<file path="src/rtl/fir_cell_pkg.sv">
package fir_cell_pkg;
  localparam int CELL_COEF_W  = 8;
  localparam int CELL_DATA_W  = 8;
  localparam int CELL_ACC_W   = 26;
  localparam int CELL_DEC_MAX = 3;

  typedef enum logic [1:0] {
    DEC_NONE  = 2'd0,
    DEC_ONE   = 2'd1,
    DEC_TWO   = 2'd2,
    DEC_THREE = 2'd3
  } dec_code_e;
endpackage

</file>
<file path="src/rtl/fir_coef_pipe.sv">
module fir_coef_pipe #(
  parameter int W     = 8,
  parameter int DEPTH = 3,
  parameter int SEL_W = $clog2(DEPTH + 1)
) (
  input  logic             clk,
  input  logic             rst_n,
  input  logic             load,
  input  logic [SEL_W-1:0] sel_in,
  input  logic [W-1:0]     din,
  output logic [W-1:0]     c_q,
  output logic [SEL_W-1:0] sel_q,
  output logic [W-1:0]     dout
);
  logic [W-1:0] stage [0:DEPTH];

  // input (coefficient) register
  always_ff @(posedge clk) begin
    if (!rst_n)    stage[0] <= '0;
    else if (load) stage[0] <= din;
  end

  // decimation chain
  for (genvar i = 1; i <= DEPTH; i++) begin : g_dec
    always_ff @(posedge clk) begin
      if (!rst_n)    stage[i] <= '0;
      else if (load) stage[i] <= stage[i-1];
    end
  end

  // code is latched, effective one clock later
  always_ff @(posedge clk) begin
    if (!rst_n) sel_q <= '0;
    else        sel_q <= sel_in;
  end

  assign c_q  = stage[0];
  assign dout = (sel_q > SEL_W'(DEPTH)) ? stage[DEPTH] : stage[sel_q];
endmodule

</file>
<file path="src/rtl/fir_mac_acc.sv">
module fir_mac_acc #(
  parameter int CW = 8,
  parameter int DW = 8,
  parameter int AW = 26,
  localparam int PW = CW + DW
) (
  input  logic          clk,
  input  logic          rst_n,
  input  logic          clear,
  input  logic [CW-1:0] c_op,
  input  logic [DW-1:0] d_in,
  output logic [PW-1:0] prod_o,
  output logic [AW-1:0] acc_o
);
  logic [DW-1:0] x_q;
  logic [AW-1:0] acc_q;

  function automatic logic [PW-1:0] smul(logic [CW-1:0] a, logic [DW-1:0] b);
    logic signed [PW-1:0] r;
    r = $signed({{DW{a[CW-1]}}, a}) * $signed({{CW{b[DW-1]}}, b});
    return r;
  endfunction

  function automatic logic [AW-1:0] wrap_add(logic [AW-1:0] a, logic [PW-1:0] p);
    return a + {{(AW-PW){p[PW-1]}}, p};
  endfunction

  always_ff @(posedge clk) begin
    if (!rst_n) x_q <= '0;
    else        x_q <= d_in;
  end

  assign prod_o = smul(c_op, x_q);

  always_ff @(posedge clk) begin
    if (clear) acc_q <= '0;
    else       acc_q <= wrap_add(acc_q, prod_o);
  end

  assign acc_o = acc_q;
endmodule

</file>
<file path="src/rtl/fir_tap_cell.sv">
module fir_tap_cell
  import fir_cell_pkg::*;
#(
  parameter int COEF_W  = CELL_COEF_W,
  parameter int DATA_W  = CELL_DATA_W,
  parameter int ACC_W   = CELL_ACC_W,
  parameter int DEC_MAX = CELL_DEC_MAX,
  localparam int SEL_W  = $clog2(DEC_MAX + 1),
  localparam int PROD_W = COEF_W + DATA_W
) (
  input  logic              clk,
  input  logic              rst_n,
  input  logic              coef_en_n,
  input  logic              acc_clr_n,
  input  logic [SEL_W-1:0]  dec_sel,
  input  logic [COEF_W-1:0] coef_in,
  input  logic [DATA_W-1:0] data_in,
  output logic [COEF_W-1:0] coef_out,
  output logic [ACC_W-1:0]  acc_out
);
  // named internal events
  logic              coef_load;
  logic              acc_clear;
  logic [COEF_W-1:0] c_cur;
  logic [SEL_W-1:0]  dec_q;
  logic [PROD_W-1:0] product;

  assign coef_load = ~coef_en_n;
  assign acc_clear = ~acc_clr_n;

  fir_coef_pipe #(.W(COEF_W), .DEPTH(DEC_MAX), .SEL_W(SEL_W)) u_pipe (
    .clk    (clk),
    .rst_n  (rst_n),
    .load   (coef_load),
    .sel_in (dec_sel),
    .din    (coef_in),
    .c_q    (c_cur),
    .sel_q  (dec_q),
    .dout   (coef_out)
  );

  fir_mac_acc #(.CW(COEF_W), .DW(DATA_W), .AW(ACC_W)) u_mac (
    .clk    (clk),
    .rst_n  (rst_n),
    .clear  (acc_clear),
    .c_op   (c_cur),
    .d_in   (data_in),
    .prod_o (product),
    .acc_o  (acc_out)
  );
endmodule

</file>
<file path="config.mk">
export PLATFORM = sky130hd
export DESIGN_NAME = fir_tap_cell
export DESIGN_NICKNAME = d
export VERILOG_FILES = /design/src/rtl/fir_cell_pkg.sv /design/src/rtl/fir_coef_pipe.sv /design/src/rtl/fir_mac_acc.sv /design/src/rtl/fir_tap_cell.sv
export SDC_FILE = /design/constraint.sdc
export NUM_CORES = 1
export LEC_CHECK = 0
export ABC_AREA = 1
export ABC_CLOCK_PERIOD_IN_PS = 12450
export BUFFER_PORTS_ARGS = -buffer_cell sky130_fd_sc_hd__buf_2
export CORE_MARGIN = 3
export CORE_UTILIZATION = 50
export CTS_CLUSTER_SIZE = 8
export DETAILED_ROUTE_END_ITERATION = 10
export PLACE_DENSITY_LB_ADDON = 0.2
export SETUP_SLACK_MARGIN = 0.4
export SLEW_MARGIN = 20
export SYNTH_ARGS = -nofsm -noshare
export SYNTH_HDL_FRONTEND = slang
export SYNTH_SLANG_ARGS = --single-unit
</file>
<file path="constraint.sdc">
create_clock -name clk -period 12.45 [get_ports clk]
set_clock_uncertainty 0.2 [all_clocks]
set_input_delay 2.49 -clock clk [delete_from_list [all_inputs] [get_ports clk]]
set_output_delay 2.49 -clock clk [all_outputs]
set_load 0.005 [all_outputs]
</file>
==> summary.txt, run 1 <==
Layout
  • Multi-input gate area: 4118 um2
  • ANT cells: 0
  • Area grow syn2layout: 9.866%
  • Sequential Area: 1682 um2
  • Non-filler cells, final: 1144
  • Final core utilization: 0.5754
  • NumNets Final: 1102
  • Fillers: 1281
  • Layout cells sized above 1: 0.1152

Setup path
  • Worst r2r src: u_pipe.stage[0][7]
  • Worst Setup SP: u_pipe.stage[0][7]
  • Reg2reg path depth: 28
  • Maximum net fanout on the critical path: 12
  • Critical Path AT: 6.25 ns
  • Slowest Stage Delay on Critical Path: 0.57 ns
  • CP Capture Type: register
  • Most used cell, CP: inv_1
  • Startpoint types: register
  • FF-to-FF End: u_mac.acc_o[20]
  • Required time worst endpoint: 12.49 ns
  • Critical Path End: u_mac.acc_o[20]
  • Crit Path Category: reg -> reg
  • Slowest CP cell: fa_1
  • Flop-to-flop setup slack: 6.24 ns

Synthesis
  • Mapped Cells: 925
  • Synth area leaders: fa_1 (16%), edfxtp_1 (14%), inv_1 (13%), dfxtp_1 (11%), ha_1 (10%)
  • FF+latch count, synth: 68
  • Syn nets: 1060
  • Synth top area share: 0.1649
  • Seq/Total Area, Yosys: 0.2474
  • Largest area contributor in the netlist: fa_1
  • Yosys Warn Count: 0
  • Async S/R FF share, synth: 0
  • Synth cell types: 39
  • Ys flop type: dfxtp_1
  • Synthesized area: 6798 um2
  • Number of synthesized flops with an enable pin: 32
  • Syn Area/Cell: 7.349 um2

Clock tree
  • H-tree depth: 3
  • TritonCTS clock tree: yes
  • Bufs on Longest Clock Path: 2
  • Root Driver: clkbuf_16
  • Postcts setup bufs: 0
  • # hold bufs at CTS: 0
  • Clock latency on the worst-skew pair: 0.35 ns
  • Post-CTS sizing: 0
  • CTS Buf Count: 9
  • Reg clk slew, reported paths: 0.06 ns
  • Clock sinks: 68

Drt
  • ANT nets after route: 0
  • DRC Markers: 0
  • Total Routed Length: 14750 um
  • Total iterations of the first detailed-routing run: 5
  • 1st-iter DRT viols: 397
  • Vias per inst: 4.935
  • WL per Instance: 12.90 um
  • Via count: 5646

STA
  • Setup TNS: 0 ns
  • Slew Limit Fails: 0
  • Headroom to the max-slew limit: 0.3016
  • RSZ-0062 raised after global routing: false
  • # setup viols final: 0
  • Min cycle time layout: 6.207 ns
  • Final hold slack: 0.3640 ns
  • Hold Violations, Final: 0
  • Worst Tran Pin Value: 1.045 ns
  • Max Fclk: 161.1 MHz
  • Tcrit/Tclk final: 0.4986

Flow run
  • Max_cap viols: 0

Power and ir drop
  • Internal power: 0.7077 mW
  • Pwr Density: 183.3 nW/um2
  • NetSw: 0.6609 mW
  • Seq pwr share: 0.230
  • Tot Pwr: 1.369 mW
  • Sw frac: 0.4829
  • Worst vdd ir: 0.1288 mV
  • Clock Power Share: 0.177
  • Static leakage: 4.212 nW
  • Logic pwr share: 0.594

Run status
  • Status: finished clean

Placement
  • Placed wire-length estimate: 11910 um
  • Placed Instances: 1128
  • GPL Wtd Cong: 0.9430
  • PortBufs: 55

Floorplanning
  • Initial core utilization: 0.5238
  • DIE WIDTH: 122.6 um
  • Core ar.: 12980 um2
  • FP Rows: 41
  • Die area: 15030 um2
  • Die Ht: 122.6 um
  • I/O pin count: 56

GRT
  • Grt ovf: 0
  • Vias in the first global route: 5575
  • First-pass GRT wire length: 25820 um
  • Gr usage total: 0.2180
  • Initial antenna violation count: 0
  • Largest net degree at the start of global routing: 33

Hold path
  • Worst Hold Class: reg -> reg
## how the worst min path moves through the flow
| stage | cells after the start | slack [ns] | startpoint | end |
|---|---|---|---|---|
| 6_report | 3 | 0.36 | u_mac.acc_o[0] | u_mac.acc_o[0] |
| 5_1_grt | 2 | 0.40 | u_pipe.stage[2][5] | u_pipe.stage[3][5] |
| 4_1_cts | 2 | 0.37 | u_pipe.stage[2][7] | u_pipe.stage[3][7] |
| 3_5_place_dp | 2 | 0.35 | u_pipe.stage[2][1] | u_pipe.stage[3][1] |
| 3_3_place_gp | 2 | 0.34 | u_pipe.stage[2][4] | u_pipe.stage[3][4] |
| 2_1_floorplan | 2 | 0.33 | u_pipe.stage[2][0] | u_pipe.stage[3][0] |
## layout by cell type, fill, tap and decap left out, drive strengths merged, types with 3 or more instances in the layout
cell type	n
nand4	6
nand3	29
clkinv	3
inv	239
edfxtp	32
nor3	4
dfxtp	36
nand3b	3
a21oi	61
o21a	7
nand2	192
o21ai	54
clkbuf	10
nor2	103
fa	56
o21bai	4
a31oi	3
xor2	8
ha	57
buf	56
## final cells by class
type | instances | share of cell area
clock buffer | 10 | 0.03200
multi-input combinational | 594 | 0.5513
inverter | 238 | 0.1196
clock inverter | 6 | 0.005194
timing repair buffer | 56 | 0.03786
tap | 172 | 0.02882
sequential | 68 | 0.2252
## Yosys cell counts (6+ instances only)
master and number:
dfxtp_1 36, xor2_1 8, nand2_2 12, nor2_1 98, a21oi_1 56, inv_1 234, o21ai_1 6, nand3_1 25
nand4_1 6, o21a_1 7, edfxtp_1 32, fa_1 56, o21ai_0 44, nand2_1 179, clkbuf_1 22, ha_1 57
## worst max-delay path: cells and delay by family (launching register included)
kind	cells	cell delay, ns
fa+ha+maj	6	2.98
simple gates	15	1.86
buf+inv	7	0.54
flops	1	0.52
## state kept, by name, indices dropped and copies added, names as in the netlist
name          cells
u_pipe.stage     32
u_mac.acc_o      26
u_mac.x_q         8
u_pipe.sel_q      2
## layer usage
metal / global-route usage / share of wire / up-vias
met5: 0 / 0 / -
met4: 0.06438 / 0.017 / 0
met3: 0.03502 / 0.043 / 18
met2: 0.3408 / 0.44 / 107
met1: 0.3133 / 0.50 / 2618
li1: - / - / 2903
## stage by stage
stage / worst slack [ns] / instance area (um2)
global route: 5.654 / 7468
detailed placement: 6.260 / 7191
floorplan: 6.812 / 6798
CTS: 6.246 / 7468
global placement: 6.348 / 7191
finish: 6.243 / 7468
## cells by family (layout without fill, tap and decap cells)
logic type      after synthesis  after routing  share of synthesized area
buf+inv                     263            310                     0.1469
flops                        68             68                     0.2474
compound gates              135            135                     0.1161
fa+ha+maj                   113            113                     0.2698
xor+xnor                      8              8                    0.01031
simple gates                338            338                     0.2095
## power groups by stage
| stage | clock network (mW) | registers (mW) | logic [mW] |
|---|---|---|---|
| 2_1_floorplan | 0 | 0.305 | 0.619 |
| 3_3_place_gp | 0 | 0.319 | 0.802 |
| 3_5_place_dp | 0 | 0.318 | 0.802 |
| 4_1_cts | 0.247 | 0.314 | 0.809 |
| 5_1_grt | 0.254 | 0.319 | 0.930 |
| 6_report | 0.242 | 0.314 | 0.812 |
Power figures use the tool's default switching activity.
==> inputs of run 2 (changes only) <==
--- a/config.mk
+++ b/config.mk
@@ -6,7 +6,7 @@
 export NUM_CORES = 1
 export LEC_CHECK = 0
 export ABC_AREA = 1
-export ABC_CLOCK_PERIOD_IN_PS = 12450
+export ABC_CLOCK_PERIOD_IN_PS = 5690
 export BUFFER_PORTS_ARGS = -buffer_cell sky130_fd_sc_hd__buf_2
 export CORE_MARGIN = 3
 export CORE_UTILIZATION = 50
==> constraint.sdc (replaced) <==
create_clock -name clk -period 5.69 [get_ports clk]
set_clock_uncertainty 0.2 [all_clocks]
set_input_delay 1.138 -clock clk [delete_from_list [all_inputs] [get_ports clk]]
set_output_delay 1.138 -clock clk [all_outputs]
set_load 0.005 [all_outputs]
==> summary.txt, run 2 (synthesis gave the netlist of run 1 again) <==
Run status
  • Status: finished clean

STA
  • Headroom to the max-slew limit: 0.5978
  • # setup viols final: 0
  • Final hold slack: 0.3546 ns
  • Worst Tran Pin Value: 0.6012 ns
  • Min cycle time layout: 5.426 ns
  • Tcrit/Tclk final: 0.9536
  • Max Fclk: 184.3 MHz
  • Hold Violations, Final: 0
  • RSZ-0062 raised after global routing: true
  • Slew Limit Fails: 0

Layout
  • Layout cells sized above 1: 0.3349
  • Final Cell Area: 9104 um2
  • Most frequent cells in the layout: inv_1 (203), nand2_1 (147), nor2_1 (81)
  • Area grow syn2layout: 33.92%
  • Multi-input gate area: 5022 um2
  • Sequential Area: 1687 um2
  • Commonest non-fill, non-tap cell in the layout: inv_1
  • NumNets Final: 1184
  • ANT cells: 0
  • Max reg flops: 32
  • Fillers: 1006
  • Non-filler cells, final: 1226
  • Largest Register: u_pipe.stage

GRT
  • Met3 GRT Util: 0.05069
  • Layer with the highest usage: met2
  • Gr usage total: 0.2382
  • Met2 usage: 0.3841
  • Grt ovf: 0
  • Largest net degree at the start of global routing: 33
  • Vias in the first global route: 6210
  • Initial antenna violation count: 0
  • Grt met1 use: 0.3303
  • First-pass GRT wire length: 28500 um

Power and ir drop
  • Pwr Density: 481.5 nW/um2
  • Tot Pwr: 4.384 mW
  • Static leakage: 4.776 nW
  • Worst vdd ir: 0.4080 mV

Clock tree
  • CTS Buf Count: 9
  • TritonCTS clock tree: yes
  • # hold bufs at CTS: 0
  • Bufs on Longest Clock Path: 2
  • Root Driver: clkbuf_16
  • Reg clk slew, reported paths: 0.06 ns
  • Clock sinks: 68
  • H-tree depth: 3
  • Clock latency on the worst-skew pair: 0.35 ns

Drt
  • Total Routed Length: 16960 um
  • WL per Instance: 13.83 um
  • Vias per inst: 4.980
  • 1st-iter DRT viols: 456
  • Via count: 6105
  • DRC Markers: 0
  • Total iterations of the first detailed-routing run: 5
  • ANT nets after route: 0

Hold path
  • Worst Hold Class: reg -> reg

Placement
  • PortBufs: 55
  • Placed Instances: 1179
  • GPL Wtd Cong: 0.8767
  • Placed cell area: 7840 um2
  • Placed wire-length estimate: 12460 um

Floorplanning
  • Initial core utilization: 0.5238
  • Core ar.: 12980 um2
  • DIE WIDTH: 122.6 um
  • Die Ht: 122.6 um
  • FP Rows: 41
  • Die area: 15030 um2
  • I/O pin count: 56

Setup path
  • Slowest CP cell: fa_1
  • Required time worst endpoint: 5.78 ns
  • Critical Path AT: 5.51 ns
  • Maximum net fanout on the critical path: 5
  • Startpoint types: register
  • CP Capture Type: register
  • Crit Path Category: reg -> reg
  • Slowest Stage Delay on Critical Path: 0.54 ns

Flow run
  • Max_cap viols: 0
[run 2: cell count changes in the layout (fill, tap and decap cells not counted), sizes merged]
cell,previous run,this run
clkinvlp,2,1
inv,239,240
buf,56,138
clkbuf,10,9
bufinv,0,1
[run 2: timing repair]
action                     in CTS  in global routing
pin swaps                     104                 40
cloned                          1                  0
buffers inserted               24                  6
gates resized for setup       118                 66
setup endpoints to repair      17                 17
[run 2: per-layer routing]
metal | vias to the layer above | part of all wire | wire [um]
li1 | 3066 | - | -
met1 | 2890 | 0.46 | 7772
met2 | 124 | 0.47 | 8028
met3 | 25 | 0.056 | 948
met4 | 0 | 0.012 | 208
met5 | - | 0 | 0
[run 2: where the power goes]
group	total, mW	switching (mW)	internal [mW]
logic	3.09	1.72	1.38
registers	0.702	0.0935	0.608
clock network	0.590	0.244	0.346
total	4.38	2.05	2.33
[run 2: final timing paths]
path                           start            endpoint  slack (ns)  depth (start not counted)
setup / recovery  u_pipe.stage[0][4]     u_mac.acc_o[19]        0.26                         29
hold / removal    u_pipe.stage[2][5]  u_pipe.stage[3][5]        0.35                          2
hold reg to reg   u_pipe.stage[2][5]  u_pipe.stage[3][5]        0.35                          2
setup reg to reg  u_pipe.stage[0][4]     u_mac.acc_o[19]        0.26                         29
[run 2: final cells by class]
cell class,count,area share
multi-input combinational,594,0.5517
sequential,68,0.1853
timing repair buffer,138,0.1065
inverter,238,0.09896
clock buffer,9,0.02474
tap,172,0.02364
clock inverter,7,0.009208
[run 2: worst max-delay path: cells and delay by family, from the launching register on]
family	cells	cell delay, ns
DFF	1	0.41
adders and majority gates	6	2.56
buffers and inverters	8	0.73
and+or+nand+nor	13	1.26
AOI/OAI and AO/OA	2	0.18
[run 2: metrics by stage]
stage / util / TNS (ns) / worst slack (ns)
floorplan: - / 0 / 0.4048
global placement: 0.6041 / -0.04428 / -0.04428
detailed placement: 0.6041 / -0.005545 / -0.005545
CTS: 0.6763 / 0 / 0.3139
global route: 0.7014 / -0.03050 / -0.02316
finish: 0.7014 / 0 / 0.2643
